--- src/rtl/msq_pkg.sv ---
package msq_pkg;

   typedef enum logic [1:0] {
      ST_IDLE  = 2'd0,
      ST_RUN   = 2'd1,
      ST_DRAIN = 2'd2
   } msq_state_e;

endpackage

--- src/rtl/msq_square.sv ---
module msq_square #(
   parameter int SAMPLE_W = 12,
   parameter bit MUL_REG  = 1'b1
) (
   input  logic                    clk,
   input  logic                    rst_n,
   input  logic                    take_i,
   input  logic [SAMPLE_W-1:0]     data_i,
   output logic                    sq_vld_o,
   output logic [2*SAMPLE_W-1:0]   sq_o
);
   localparam int SQ_W = 2 * SAMPLE_W;

   logic signed [SQ_W-1:0] ext;
   logic signed [SQ_W-1:0] prod;
   logic        [SQ_W-1:0] sq_mag;

   // sign-extend to full width so the product is exact
   assign ext    = {{SAMPLE_W{data_i[SAMPLE_W-1]}}, data_i};
   assign prod   = ext * ext;
   assign sq_mag = prod;

   generate
      if (MUL_REG) begin : g_reg
         logic            vld_q;
         logic [SQ_W-1:0] sq_q;

         always_ff @(posedge clk or negedge rst_n) begin
            if (!rst_n) begin
               vld_q <= 1'b0;
               sq_q  <= '0;
            end else begin
               vld_q <= take_i;
               if (take_i) sq_q <= sq_mag;
            end
         end

         assign sq_vld_o = vld_q;
         assign sq_o     = sq_q;

         // one cycle of multiplier latency
         p_sq_latency_r5 : assert property (@(posedge clk) disable iff (!rst_n)
            take_i |=> sq_vld_o);
      end else begin : g_comb
         assign sq_vld_o = take_i;
         assign sq_o     = sq_mag;
      end
   endgenerate

endmodule

--- src/rtl/msq_accum.sv ---
module msq_accum #(
   parameter int SQ_W   = 24,
   parameter int N_LOG2 = 10
) (
   input  logic            clk,
   input  logic            rst_n,
   input  logic            clr_i,
   input  logic            sq_vld_i,
   input  logic [SQ_W-1:0] sq_i,
   input  logic            wr_i,
   output logic [SQ_W-1:0] result_o
);
   localparam int ACC_W = SQ_W + N_LOG2;
   localparam logic [SQ_W-1:0] MAX_MEAN = SQ_W'(1) << (SQ_W - 2);

   logic [ACC_W-1:0] acc_q;
   logic [SQ_W-1:0]  res_q;

   always_ff @(posedge clk or negedge rst_n) begin
      if (!rst_n) begin
         acc_q <= '0;
      end else if (clr_i) begin
         acc_q <= '0;
      end else if (sq_vld_i) begin
         acc_q <= acc_q + {{N_LOG2{1'b0}}, sq_i};
      end
   end

   // the mean is a plain right shift by the window exponent
   always_ff @(posedge clk or negedge rst_n) begin
      if (!rst_n) begin
         res_q <= '0;
      end else if (wr_i) begin
         res_q <= acc_q[ACC_W-1:N_LOG2];
      end
   end

   assign result_o = res_q;

   // the output register moves only on a write
   p_result_hold_r6 : assert property (@(posedge clk) disable iff (!rst_n)
      !wr_i |=> $stable(result_o));

   // the mean of squares never exceeds the full-scale square
   p_mean_bound_r11 : assert property (@(posedge clk) disable iff (!rst_n)
      result_o <= MAX_MEAN);

endmodule

--- src/rtl/msq_ctrl.sv ---
module msq_ctrl
   import msq_pkg::*;
#(
   parameter int N_LOG2        = 10,
   parameter int WINDOW_CYCLES = 78125
) (
   input  logic clk,
   input  logic rst_n,
   input  logic poll_i,
   input  logic valid_i,
   input  logic sq_vld_i,
   output logic take_o,
   output logic clr_o,
   output logic wr_o,
   output logic done_o,
   output logic timeout_o
);
   localparam int NUM   = 1 << N_LOG2;
   localparam int CNT_W = N_LOG2 + 1;
   localparam int CYC_W = $clog2(WINDOW_CYCLES + 1);
   localparam logic [CNT_W-1:0] CNT_LAST = CNT_W'(NUM - 1);
   localparam logic [CNT_W-1:0] CNT_FULL = CNT_W'(NUM);
   localparam logic [CYC_W-1:0] CYC_LAST = CYC_W'(WINDOW_CYCLES - 1);
   localparam logic [CYC_W-1:0] CYC_LIM  = CYC_W'(WINDOW_CYCLES);

   msq_state_e       state_q, state_d;
   logic [CNT_W-1:0] cnt_q;
   logic [CYC_W-1:0] cyc_q;
   logic             done_q, tmo_q;
   logic             last_smp, win_end;

   assign take_o   = (state_q == ST_RUN) && valid_i;
   assign clr_o    = (state_q == ST_IDLE) && poll_i;
   assign wr_o     = (state_q == ST_DRAIN) && !sq_vld_i;
   assign last_smp = take_o && (cnt_q == CNT_LAST);
   assign win_end  = (cyc_q == CYC_LAST);

   always_comb begin
      state_d = state_q;
      unique case (state_q)
         ST_IDLE:  if (poll_i) state_d = ST_RUN;
         ST_RUN:   if (last_smp) state_d = ST_DRAIN;
                   else if (win_end) state_d = ST_IDLE;
         ST_DRAIN: if (!sq_vld_i) state_d = ST_IDLE;
         default:  state_d = ST_IDLE;
      endcase
   end

   always_ff @(posedge clk or negedge rst_n) begin
      if (!rst_n) begin
         state_q <= ST_IDLE;
         cnt_q   <= '0;
         cyc_q   <= '0;
         done_q  <= 1'b0;
         tmo_q   <= 1'b0;
      end else begin
         state_q <= state_d;
         if (clr_o) begin
            cnt_q  <= '0;
            cyc_q  <= '0;
            done_q <= 1'b0;
            tmo_q  <= 1'b0;
         end else begin
            if (take_o) cnt_q <= cnt_q + 1'b1;
            if (state_q == ST_RUN) cyc_q <= cyc_q + 1'b1;
            if (wr_o) done_q <= 1'b1;
            if ((state_q == ST_RUN) && !last_smp && win_end) tmo_q <= 1'b1;
         end
      end
   end

   assign done_o    = done_q;
   assign timeout_o = tmo_q;

   // a start clears both completion flags on the next cycle
   p_start_clears_r2 : assert property (@(posedge clk) disable iff (!rst_n)
      (state_q == ST_IDLE && poll_i) |=> (!done_o && !timeout_o && state_q == ST_RUN));

   // a running window is never restarted
   p_no_restart_r7 : assert property (@(posedge clk) disable iff (!rst_n)
      (state_q == ST_RUN && state_d == ST_RUN) |=> (cyc_q == CYC_W'($past(cyc_q) + 1'b1)));

   // never more than the window of samples is taken
   p_cnt_bound_r8 : assert property (@(posedge clk) disable iff (!rst_n)
      cnt_q <= CNT_FULL);

   // the cycle counter stays inside the window while running
   p_window_r9 : assert property (@(posedge clk) disable iff (!rst_n)
      (state_q == ST_RUN) |-> (cyc_q < CYC_LIM));

endmodule

--- src/rtl/msq_power_est.sv ---
module msq_power_est #(
   parameter int SAMPLE_W      = 12,
   parameter int N_LOG2        = 10,
   parameter int WINDOW_CYCLES = 78125,
   parameter bit MUL_REG       = 1'b1
) (
   input  logic                  clk,
   input  logic                  rst_n,
   input  logic                  poll_i,
   input  logic                  smp_valid_i,
   input  logic [SAMPLE_W-1:0]   smp_data_i,
   output logic [2*SAMPLE_W-1:0] result_o,
   output logic                  done_o,
   output logic                  timeout_o
);
   localparam int SQ_W = 2 * SAMPLE_W;

   generate
      if (SAMPLE_W < 2) begin : g_bad_width
         $error("SAMPLE_W must be at least 2");
      end
      if (N_LOG2 < 1 || N_LOG2 > 20) begin : g_bad_depth
         $error("N_LOG2 must lie in 1..20");
      end
      if (WINDOW_CYCLES < (1 << N_LOG2)) begin : g_bad_window
         $error("WINDOW_CYCLES must cover at least one sample per cycle");
      end
   endgenerate

   logic            take, clr, wr, sq_vld;
   logic [SQ_W-1:0] sq;

   msq_ctrl #(
      .N_LOG2        (N_LOG2),
      .WINDOW_CYCLES (WINDOW_CYCLES)
   ) u_ctrl (
      .clk       (clk),
      .rst_n     (rst_n),
      .poll_i    (poll_i),
      .valid_i   (smp_valid_i),
      .sq_vld_i  (sq_vld),
      .take_o    (take),
      .clr_o     (clr),
      .wr_o      (wr),
      .done_o    (done_o),
      .timeout_o (timeout_o)
   );

   msq_square #(
      .SAMPLE_W (SAMPLE_W),
      .MUL_REG  (MUL_REG)
   ) u_square (
      .clk      (clk),
      .rst_n    (rst_n),
      .take_i   (take),
      .data_i   (smp_data_i),
      .sq_vld_o (sq_vld),
      .sq_o     (sq)
   );

   msq_accum #(
      .SQ_W   (SQ_W),
      .N_LOG2 (N_LOG2)
   ) u_accum (
      .clk      (clk),
      .rst_n    (rst_n),
      .clr_i    (clr),
      .sq_vld_i (sq_vld),
      .sq_i     (sq),
      .wr_i     (wr),
      .result_o (result_o)
   );

   // completion and timeout never coexist
   p_done_tmo_excl_r9 : assert property (@(posedge clk) disable iff (!rst_n)
      !(done_o && timeout_o));

   // flags are low in the first cycle out of reset
   p_reset_flags_r1 : assert property (@(posedge clk) disable iff (!rst_n)
      $rose(rst_n) |-> (!done_o && !timeout_o));

endmodule

--- config.mk ---
export PLATFORM = sky130hd
export DESIGN_NAME = msq_power_est
export DESIGN_NICKNAME = d
export VERILOG_FILES = /design/src/rtl/msq_pkg.sv /design/src/rtl/msq_square.sv /design/src/rtl/msq_accum.sv /design/src/rtl/msq_ctrl.sv /design/src/rtl/msq_power_est.sv
export SDC_FILE = /design/constraint.sdc
export NUM_CORES = 1
export LEC_CHECK = 0
export ABC_AREA = 1
export BUFFER_PORTS_ARGS = -buffer_cell sky130_fd_sc_hd__buf_2
export CORE_ASPECT_RATIO = 1.2
export CORE_MARGIN = 2
export CORE_UTILIZATION = 55
export DETAILED_ROUTE_END_ITERATION = 10
export HOLD_SLACK_MARGIN = 0.1
export PLACE_DENSITY = 0.72
export SLEW_MARGIN = 10
export SYNTH_ARGS = -nofsm -noshare
export SYNTH_HDL_FRONTEND = slang
export SYNTH_SLANG_ARGS = --single-unit
--- constraint.sdc ---
create_clock -name clk -period 2.2 [get_ports clk]
set_clock_uncertainty 0.2 [all_clocks]
set_input_delay 0.66 -clock clk [delete_from_list [all_inputs] [get_ports clk]]
set_output_delay 0.66 -clock clk [all_outputs]
set_load 0.03 [all_outputs]
* Word level (Yosys, flattened, before mapping)
Index checks and enable logic that the tools add are counted.
Widths: inputs -> output; s select.
** Word-level totals
- Word-level logic and storage cells :: 50
- Input bits :: 16
- Register bits :: 115
** Operators by class
- Multipliers :: 1
- Equality and inequality tests :: 7
- Multiplexer cells :: 15
- Add/sub/neg operators :: 3
- Reduce and logical (&&, ||, !) cells :: 15
** Operators with widths (count)
- $mux 34 :: 2
- $add 34x24->34 :: 1
- $mux 17 :: 2
- $mul 12x12->24 :: 1
- $mux 11 :: 2
- $add 17x1->17 const B :: 1
- $eq 17x17->1 const B :: 1
- $add 11x1->11 const B :: 1
- $eq 11x10->1 const B :: 1
- $reduce_bool 2->1 :: 5
- $mux 2 :: 4
- $logic_and 1x1->1 :: 6
- $pmux 2 s3 :: 1
- $mux 1 :: 4
- $ne 2x2->1 const B :: 2
- $ne 3x1->1 const B :: 1
- $reduce_and 3->1 :: 1
- $eq 2x1->1 const B :: 1
- $eq 2x2->1 const B :: 1
- $logic_not 1->1 :: 2
- $logic_not 2->1 :: 1

* Logic depth before layout (Yosys ltp)
Gate-level depths: netlist of run 1.
- Depth in word-level cells :: 8
- Mapped depth :: 25
- Depth with buffers taken out :: 24

* Cells and area by module
A second synthesis of run 1 with hierarchy kept.
** Second synthesis, totals
- Cells, all modules :: 1686
- Area total of the unflattened synthesis :: 12484.5 um^2
** Modules (own cells, without submodules)
- msq_square :: area an instance 6401.1 um^2, sequential area each 600.6 um^2, cells an instance 832, instances 1
- msq_accum :: area an instance 4140.2 um^2, sequential area each 1451.4 um^2, cells an instance 586, instances 1
- msq_ctrl :: area an instance 1943.1 um^2, sequential area each 800.8 um^2, cells an instance 268, instances 1

* Least setup slack after synthesis of run 1
OpenSTA, ideal clock, no wires.
- Path kind :: input-to-reg
- From :: input smp_data_i[3]
- To :: register u_square.g_reg.sq_q[22] (netlist: u_square.sq_o[22])
- Required time :: 1881 ps
- Stages :: 22
- Buffers on the path :: 1
- Arrival time :: 5090 ps
- Setup slack :: -3209 ps
- Path through :: clkbuf_1 nand2_1 inv_1 fa_1 fa_1 inv_1 fa_1 inv_1 fa_1 inv_1 fa_1 inv_1 ha_1 nand2_1 nor2_1 inv_1 nor2_1 nand4_1 nand3_1 nand2_1 nand3_1 nand2_1
** Between the ends
- Word-level cells in the longest chain between the ends :: 1
** RTL lines
- from (decl) :: RTL line msq_power_est.sv:11 : input logic [SAMPLE_W-1:0] smp_data_i,
- $mul 12x12->24 :: RTL line msq_square.sv:20 : assign prod = ext * ext;
- to (signal assigned) :: RTL line msq_square.sv:34 : if (take_i) sq_q <= sq_mag;
- to (decl) :: RTL line msq_square.sv:26 : logic [SQ_W-1:0] sq_q;
No other way between the ends.
A chain may end at the register's enable or synchronous reset.

* Worst setup path after layout of run 1
- From :: input smp_data_i[11]
- To :: register u_square.g_reg.sq_q[23] (netlist: u_square.sq_o[23])
Same word-level chain as after synthesis.

==> impl_metrics.csv, run 1 <==
group,metric,value,unit
die,start_util,55.6,%
grt,grt_pass1_vias,10728,
detailed_routing,wl_per_cell,14.5,um
detailed_routing,drtIter0Drc,523,
setup_path,cp.depth,22,
logic_synthesis,syn_inst,1604,
timing,hold_ws,0.276,ns
timing,timing.final.crit_period,4.81,ns
timing,setup_tns,-43.16,ns
min_path,hp-class,"register to register",
detailed_routing,vias,10675,
placement,port_buffers,41,
detailed_routing,ant_nets,0,
layout,layout_commonest_cell,"nand2_1",
logic_synthesis,ys_types,41,
timing,fmax,208,MHz
setup_path,reg2regPathDepth,9,
logic_synthesis,yosysSeqAreaShare,23.9,%
min_path,hp-start,"u_accum.result_o[6]",
layout,insertedDiodeCount,0,
detailed_routing,dr.pass1.iters,7,
clock_network,cts.sinks,114,
timing,grt_setup_unrepaired,"true",
detailed_routing,viasPerCell,5.15,
setup_path,critPathMaxFanout,6,
grt,antenna_found_initial,0,
layout,area_growth,32.8,%
logic_synthesis,ys_ff_latch,114,
status,outcome,"finished, violations left",
logic_synthesis,synth-xor-area-share,1.17,%
layout,instances_no_fill,2071,
setup_path,critPathMostFrequentCell,"fa_1",
logic_synthesis,synth.avg_cell_area,7.45,um2
clock_network,path_clk_slew,0.06,ns
layout,multi_input_area,0.00896,mm2
timing,slew_headroom,64.2,%
die,die-height,165,um
placement,place.gp.congestion,0.981,
layout,seq_area,0.00285,mm2
setup_path,cp_slowest_cell,"fa_2",
setup_path,cp-startpoint,"smp_data_i[11]",
setup_path,rr_endpoint,"u_accum.acc_q[22]",
timing,setup_ws,-2.61,ns
setup_path,crit_path_max_incr_delay,0.62,ns
logic_synthesis,ys_warn_count,0,
detailed_routing,wl,30000,um
timing,worst_pin_slew,0.537,ns
die,fp.dieW,139,um
layout,drive_gt1_share,28.9,%
logic_synthesis,synth_top_family_by_area,"adder cells",
timing,drv_slew,0,
grt,grt_max_degree,36,
logic_synthesis,synthAdderAreaFrac,29.6,%
setup_path,critPathKind,"input pin to register",
status,violations,"setup timing",
setup_path,crit_arrival,4.92,ns
die,die-area,0.0229,mm2
logic_synthesis,mappedNetlistNets,1829,
setup_path,cp-start-kind,"input pin",
clock_network,root_buffer,"clkbuf_16",
setup_path,critical_path_buf_inv_count,8,
die,fp.coreArea,0.0215,mm2
logic_synthesis,syn_area,0.0120,mm2
clock_network,cts_tree,"built",
clock_network,cts-buffers-inserted,17,
layout,mostFrequentLayoutCells,"nand2_1, inv_1, buf_4",
grt,grt_pass1_wl,49100,um
placement,place_ws,-3.12,ns
setup_path,setup.worst_path.end,"u_square.sq_o[23]",
clock_network,ctsHtreeMaxLevel,4,
layout,nNetsFinal,2010,
die,std_cell_rows,59,
logic_synthesis,yosys.area_share.simple,24.5,%
logic_synthesis,synthMuxAreaShare,1.31,%
detailed_routing,drc,0,
setup_path,path_cells,"buf_12 > buf_8 > nand2_8 > inv_6 > fa_2 > fa_2 > buf_4 > buf_6 > fa_1 > inv_1 > fa_1 > inv_2 > fa_1 > ha_4 > nand2_2 > o21ai_1 > a21oi_1 > nand3_1 > inv_1 > nand2_1 > nand3_1 > nand2_1",
timing,setup_viol,20,
layout,fill_cells,1582,
setup_path,endpoint_kind,"register",
job,drv_cap,0,
setup_path,crit_family,"adder cells",
die,ioPinCount,42,
placement,placed_cells,2029,
clock_network,worstSkewPairLatency,0.42,ns
setup_path,critPathRequiredTime,2.31,ns
logic_synthesis,synth_compound_gate_area_share,6.62,%
clock_network,clockBufferDepth,2,
grt,grt.overflow.total,0,
timing,fin_crit_sh,219,%
setup_path,r2r_setup_slack,0.09,ns
grt,grt_use_total,26.2,%
timing,final_hold_viol_count,0,
placement,dp_hpwl,23200,um
setup_path,r2r_start,"u_square.sq_o[8]",
cell usage after synthesis:
cell	number	share of area [%]
a22o_1	3	0.22
mux2_2	13	1.2
o21ai_1	3	0.13
a21oi_1	58	2.4
nor2_1	106	3.3
o31ai_1	3	0.19
nand2_2	3	0.16
buf_1	1	0.031
xnor2_1	12	0.88
xor2_1	4	0.29
nand3_1	85	3.6
and2_1	2	0.10
nand4_1	22	1.2
nand3b_1	7	0.44
nor4_1	1	0.052
nor2_2	5	0.26
inv_1	375	12
a21boi_0	2	0.13
buf_4	3	0.19
o21a_1	2	0.13
o22ai_1	4	0.21
dfrtp_1	114	24
ha_1	86	9.0
mux2i_1	1	0.084
nor3_1	17	0.71
clkbuf_1	18	0.57
inv_2	1	0.031
nand3_4	1	0.15
o21ai_2	1	0.073
nand2_1	433	14
clkinv_1	2	0.063
a21o_1	1	0.063
buf_2	7	0.29
or2_2	7	0.37
nor2_4	2	0.19
o21bai_1	4	0.25
o21ai_0	67	2.8
nor3b_1	1	0.063
fa_1	123	21
nand3_2	3	0.25
nor3_2	1	0.084
registers in the layout, summed over array words and instances (netlist names):
register,flops
u_ctrl.cyc_q,17
u_square.sq_o,23
u_accum.acc_q,34
u_ctrl.timeout_o,1
u_ctrl.state_q,2
u_ctrl.done_o,1
u_ctrl.cnt_q,11
u_square.sq_vld_o,1
u_accum.result_o,24
area by class of cell:
type / count / area share, %
Timing Repair Buffer: 190 / 10.6
Sequential cell: 114 / 18.0
Clock buffer: 17 / 2.68
Tap cell: 274 / 2.16
Multi-Input combinational cell: 1084 / 56.5
Inverter: 378 / 9.08
Clock inverter: 14 / 0.986
stage by stage:
step	instance area [um2]	utilization, %
after CTS	15200	70.5
final	15900	73.9
after detailed placement	14000	65.3
after global routing	15900	73.9
after floorplan	12600	-
after global placement	14000	65.3
worst min path at each step:
| stage | endpoint | cells past startpoint |
|---|---|---|
| 3_3_place_gp | u_ctrl.done_o | 2 |
| 3_5_place_dp | u_ctrl.done_o | 2 |
| 5_1_grt | u_accum.result_o[6] | 2 |
| 2_1_floorplan | u_accum.acc_q[0] | 0 |
| 4_1_cts | u_ctrl.done_o | 2 |
| 6_report | u_accum.result_o[6] | 2 |
worst register-to-register path, cell delays in order (launching register included):
cell	delay (ns)
dfrtp_1	0.40
ha_2	0.34
nand2_1	0.20
inv_1	0.06
a21oi_1	0.28
o21ai_0	0.16
nand2_1	0.14
nand4_1	0.10
nand3_1	0.09
nand2_1	0.05
metal layers:
layer  part of all wire [%]  wire [um]  track usage, %  vias up
met5                      0          0               0        -
met1                     40      12000            30.7     5100
li1                       -          -               -     5249
met4                    3.4       1020            9.42        0
met3                    3.0        887            2.62       67
met2                     54      16000            50.3      259
kinds of logic after synthesis:
group	after synthesis
AND/OR/NAND/NOR	696
buffers and inverters	407
adder cells (fa/ha/maj)	209
AO/OA/AOI/OAI	148
flip-flops	114
XOR/XNOR	16
multiplexers	14
repair_timing:
item	4_1_cts	5_1_grt
cloned	0	1
pin swaps	93	75
resized for setup	139	159
hold buffers	1	0
hold endpoints to repair	25	0
setup buffers	7	2
endpoints found under the setup margin	32	40
Power of run 1 is left out: the tool's default activity adds up to more than one toggle a clock period on the data nets, which glitch-free logic cannot reach.
==> inputs of run 2 (changes only) <==
SETUP_SLACK_MARGIN = 0.1   (was not set)
==> run 2 against run 1 <==
Net effect:
- the flow still finishes with violations (setup timing)
- final cell count grew 0.53%
- clock-buffer cell count did not move
- via count increased by 1.6%
- setup slack worse by 0.018 ns
- hold slack worse by 0.00060 ns
- sequential share of layout area decreased by 0.22 points
==> impl_metrics.csv, run 2 (synthesis results as in run 1) <==
group,metric,value,unit
setup_path,cp-start-kind,"input pin",
clock_network,cts.sinks,114,
timing,timing.final.crit_period,4.83,ns
layout,area_growth,34.8,%
grt,grt_max_degree,37,
layout,fill_cells,1457,
layout,instances_no_fill,2082,
die,fp.dieW,139,um
clock_network,cts_tree,"built",
setup_path,endpoint_kind,"register",
timing,setup_viol,20,
die,die-area,0.0229,mm2
grt,antenna_found_initial,0,
detailed_routing,viasPerCell,5.21,
min_path,hold_depth,2,
detailed_routing,dr.pass1.iters,5,
die,die-height,165,um
setup_path,critPathKind,"input pin to register",
setup_path,r2r_setup_slack,0.10,ns
clock_network,path_clk_slew,0.06,ns
setup_path,r2r_start,"u_square.sq_o[19]",
setup_path,crit_arrival,4.94,ns
grt,grt.overflow.total,0,
grt,grt_use_total,27.1,%
detailed_routing,vias,10848,
detailed_routing,wl,31300,um
setup_path,critPathRequiredTime,2.31,ns
min_path,holdPathEnd,"u_ctrl.done_o",
job,drv_cap,0,
setup_path,critPathMaxFanout,7,
detailed_routing,ant_nets,0,
layout,layout_commonest_cell,"nand2_1",
layout,final_area,0.0161,mm2
timing,final_hold_viol_count,0,
layout,mostFrequentLayoutCells,"nand2_1, inv_1, buf_4",
timing,fin_crit_sh,219,%
placement,place.gp.congestion,0.941,
placement,port_buffers,41,
layout,nNetsFinal,2020,
clock_network,clockBufferDepth,2,
timing,setup_ws,-2.63,ns
placement,placed_cells,2025,
layout,drive_gt1_share,31.1,%
clock_network,ctsHtreeMaxLevel,4,
detailed_routing,wl_per_cell,15.0,um
clock_network,worstSkewPairLatency,0.43,ns
timing,slew_headroom,69.2,%
detailed_routing,drtIter0Drc,597,
timing,fmax,207,MHz
clock_network,root_buffer,"clkbuf_16",
layout,top_register,"u_accum.acc_q",
layout,largest_reg_flops,34,
timing,grt_setup_unrepaired,"true",
placement,placed_cell_area,0.0140,mm2
layout,insertedDiodeCount,0,
grt,grt_pass1_vias,11092,
setup_path,rr_endpoint,"u_accum.acc_q[26]",
setup_path,reg2regPathDepth,9,
clock_network,cts-buffers-inserted,17,
status,violations,"setup timing",
grt,grt_pass1_wl,50800,um
min_path,hp-class,"register to register",
detailed_routing,drc,0,
status,outcome,"finished, violations left",
die,std_cell_rows,59,
die,start_util,55.6,%
die,ioPinCount,42,
timing,drv_slew,0,
layout,utilization,75.0,%
timing,worst_pin_slew,0.457,ns
die,fp.coreArea,0.0215,mm2
min_path,hp-start,"u_ctrl.done_o",
placement,dp_hpwl,23200,um
==> run 2: cell count changes in the layout (fill, tap and decap cells not counted), moves of 5 or more <==
cell,previous run,this run
nand2_2,37,47
dfrtp_2,1,7
buf_4,115,125
nor2_1,83,75
ha_4,48,57
nor2_4,16,21
ha_1,33,28
dfrtp_1,113,107
clkinv_4,7,2
nand2_1,375,368
==> run 2: routing by layer <==
layer  up-vias  global-route usage [%]  wire (um)
li1       5275                       -          -
met1      5260                    31.4      12500
met2       238                    51.6      16900
met3        75                    2.39        841
met4         0                    11.7       1050
met5         -                       0          0
==> run 2: final cells by class <==
cell class                      instances  area, um2  share of cell area (%)
Clock buffer                           17        425                    2.64
Clock inverter                         15        194                    1.20
Inverter                              378       1440                    8.93
Multi-Input combinational cell       1084       9110                    56.6
Sequential cell                       114       2860                    17.8
Tap cell                              274        343                    2.13
Timing Repair Buffer                  200       1730                    10.8
==> run 2: worst max-delay path, stage by stage <==
cell     delay (ns)
buf_12         0.12
buf_8          0.13
ha_4           0.15
fa_1           0.47
fa_1           0.56
inv_2          0.04
fa_1           0.55
inv_2          0.04
fa_1           0.49
inv_2          0.04
fa_1           0.54
inv_2          0.05
ha_4           0.26
nand2_1        0.18
o21ai_0        0.13
a21oi_1        0.15
nand3_1        0.12
inv_1          0.07
nand2_1        0.04
nand3_1        0.07
nand2_1        0.05
==> run 2: repair_timing <==
item	in CTS	in global routing
setup endpoints to repair	35	48
gates resized for setup	186	144
endpoints found under the hold margin	25	0
buffers inserted	10	14
pin swaps	100	96
hold buffers	1	0
cloned	0	1
==> run 2: worst max path at each step <==
stage	from	endpoint	slack, ns
after floorplan	smp_data_i[3]	u_square.sq_o[23]	-2.78
after global placement	smp_data_i[11]	u_square.sq_o[23]	-3.08
after detailed placement	smp_data_i[11]	u_square.sq_o[22]	-3.14
after CTS	smp_data_i[11]	u_square.sq_o[18]	-2.54
after global routing	smp_data_i[11]	u_square.sq_o[22]	-2.80
final	smp_data_i[11]	u_square.sq_o[23]	-2.63
==> run 2: per-stage QoR <==
step,hold slack [ns],setup WS [ns],TNS (ns)
6_report,0.275,-2.63,-44.02
5_1_grt,0.301,-2.80,-46.80
4_1_cts,0.277,-2.54,-42.87
3_5_place_dp,0.261,-3.14,-55.62
3_3_place_gp,0.255,-3.08,-54.35
2_1_floorplan,0.164,-2.78,-46.13
Power of run 2 is left out for the same reason.
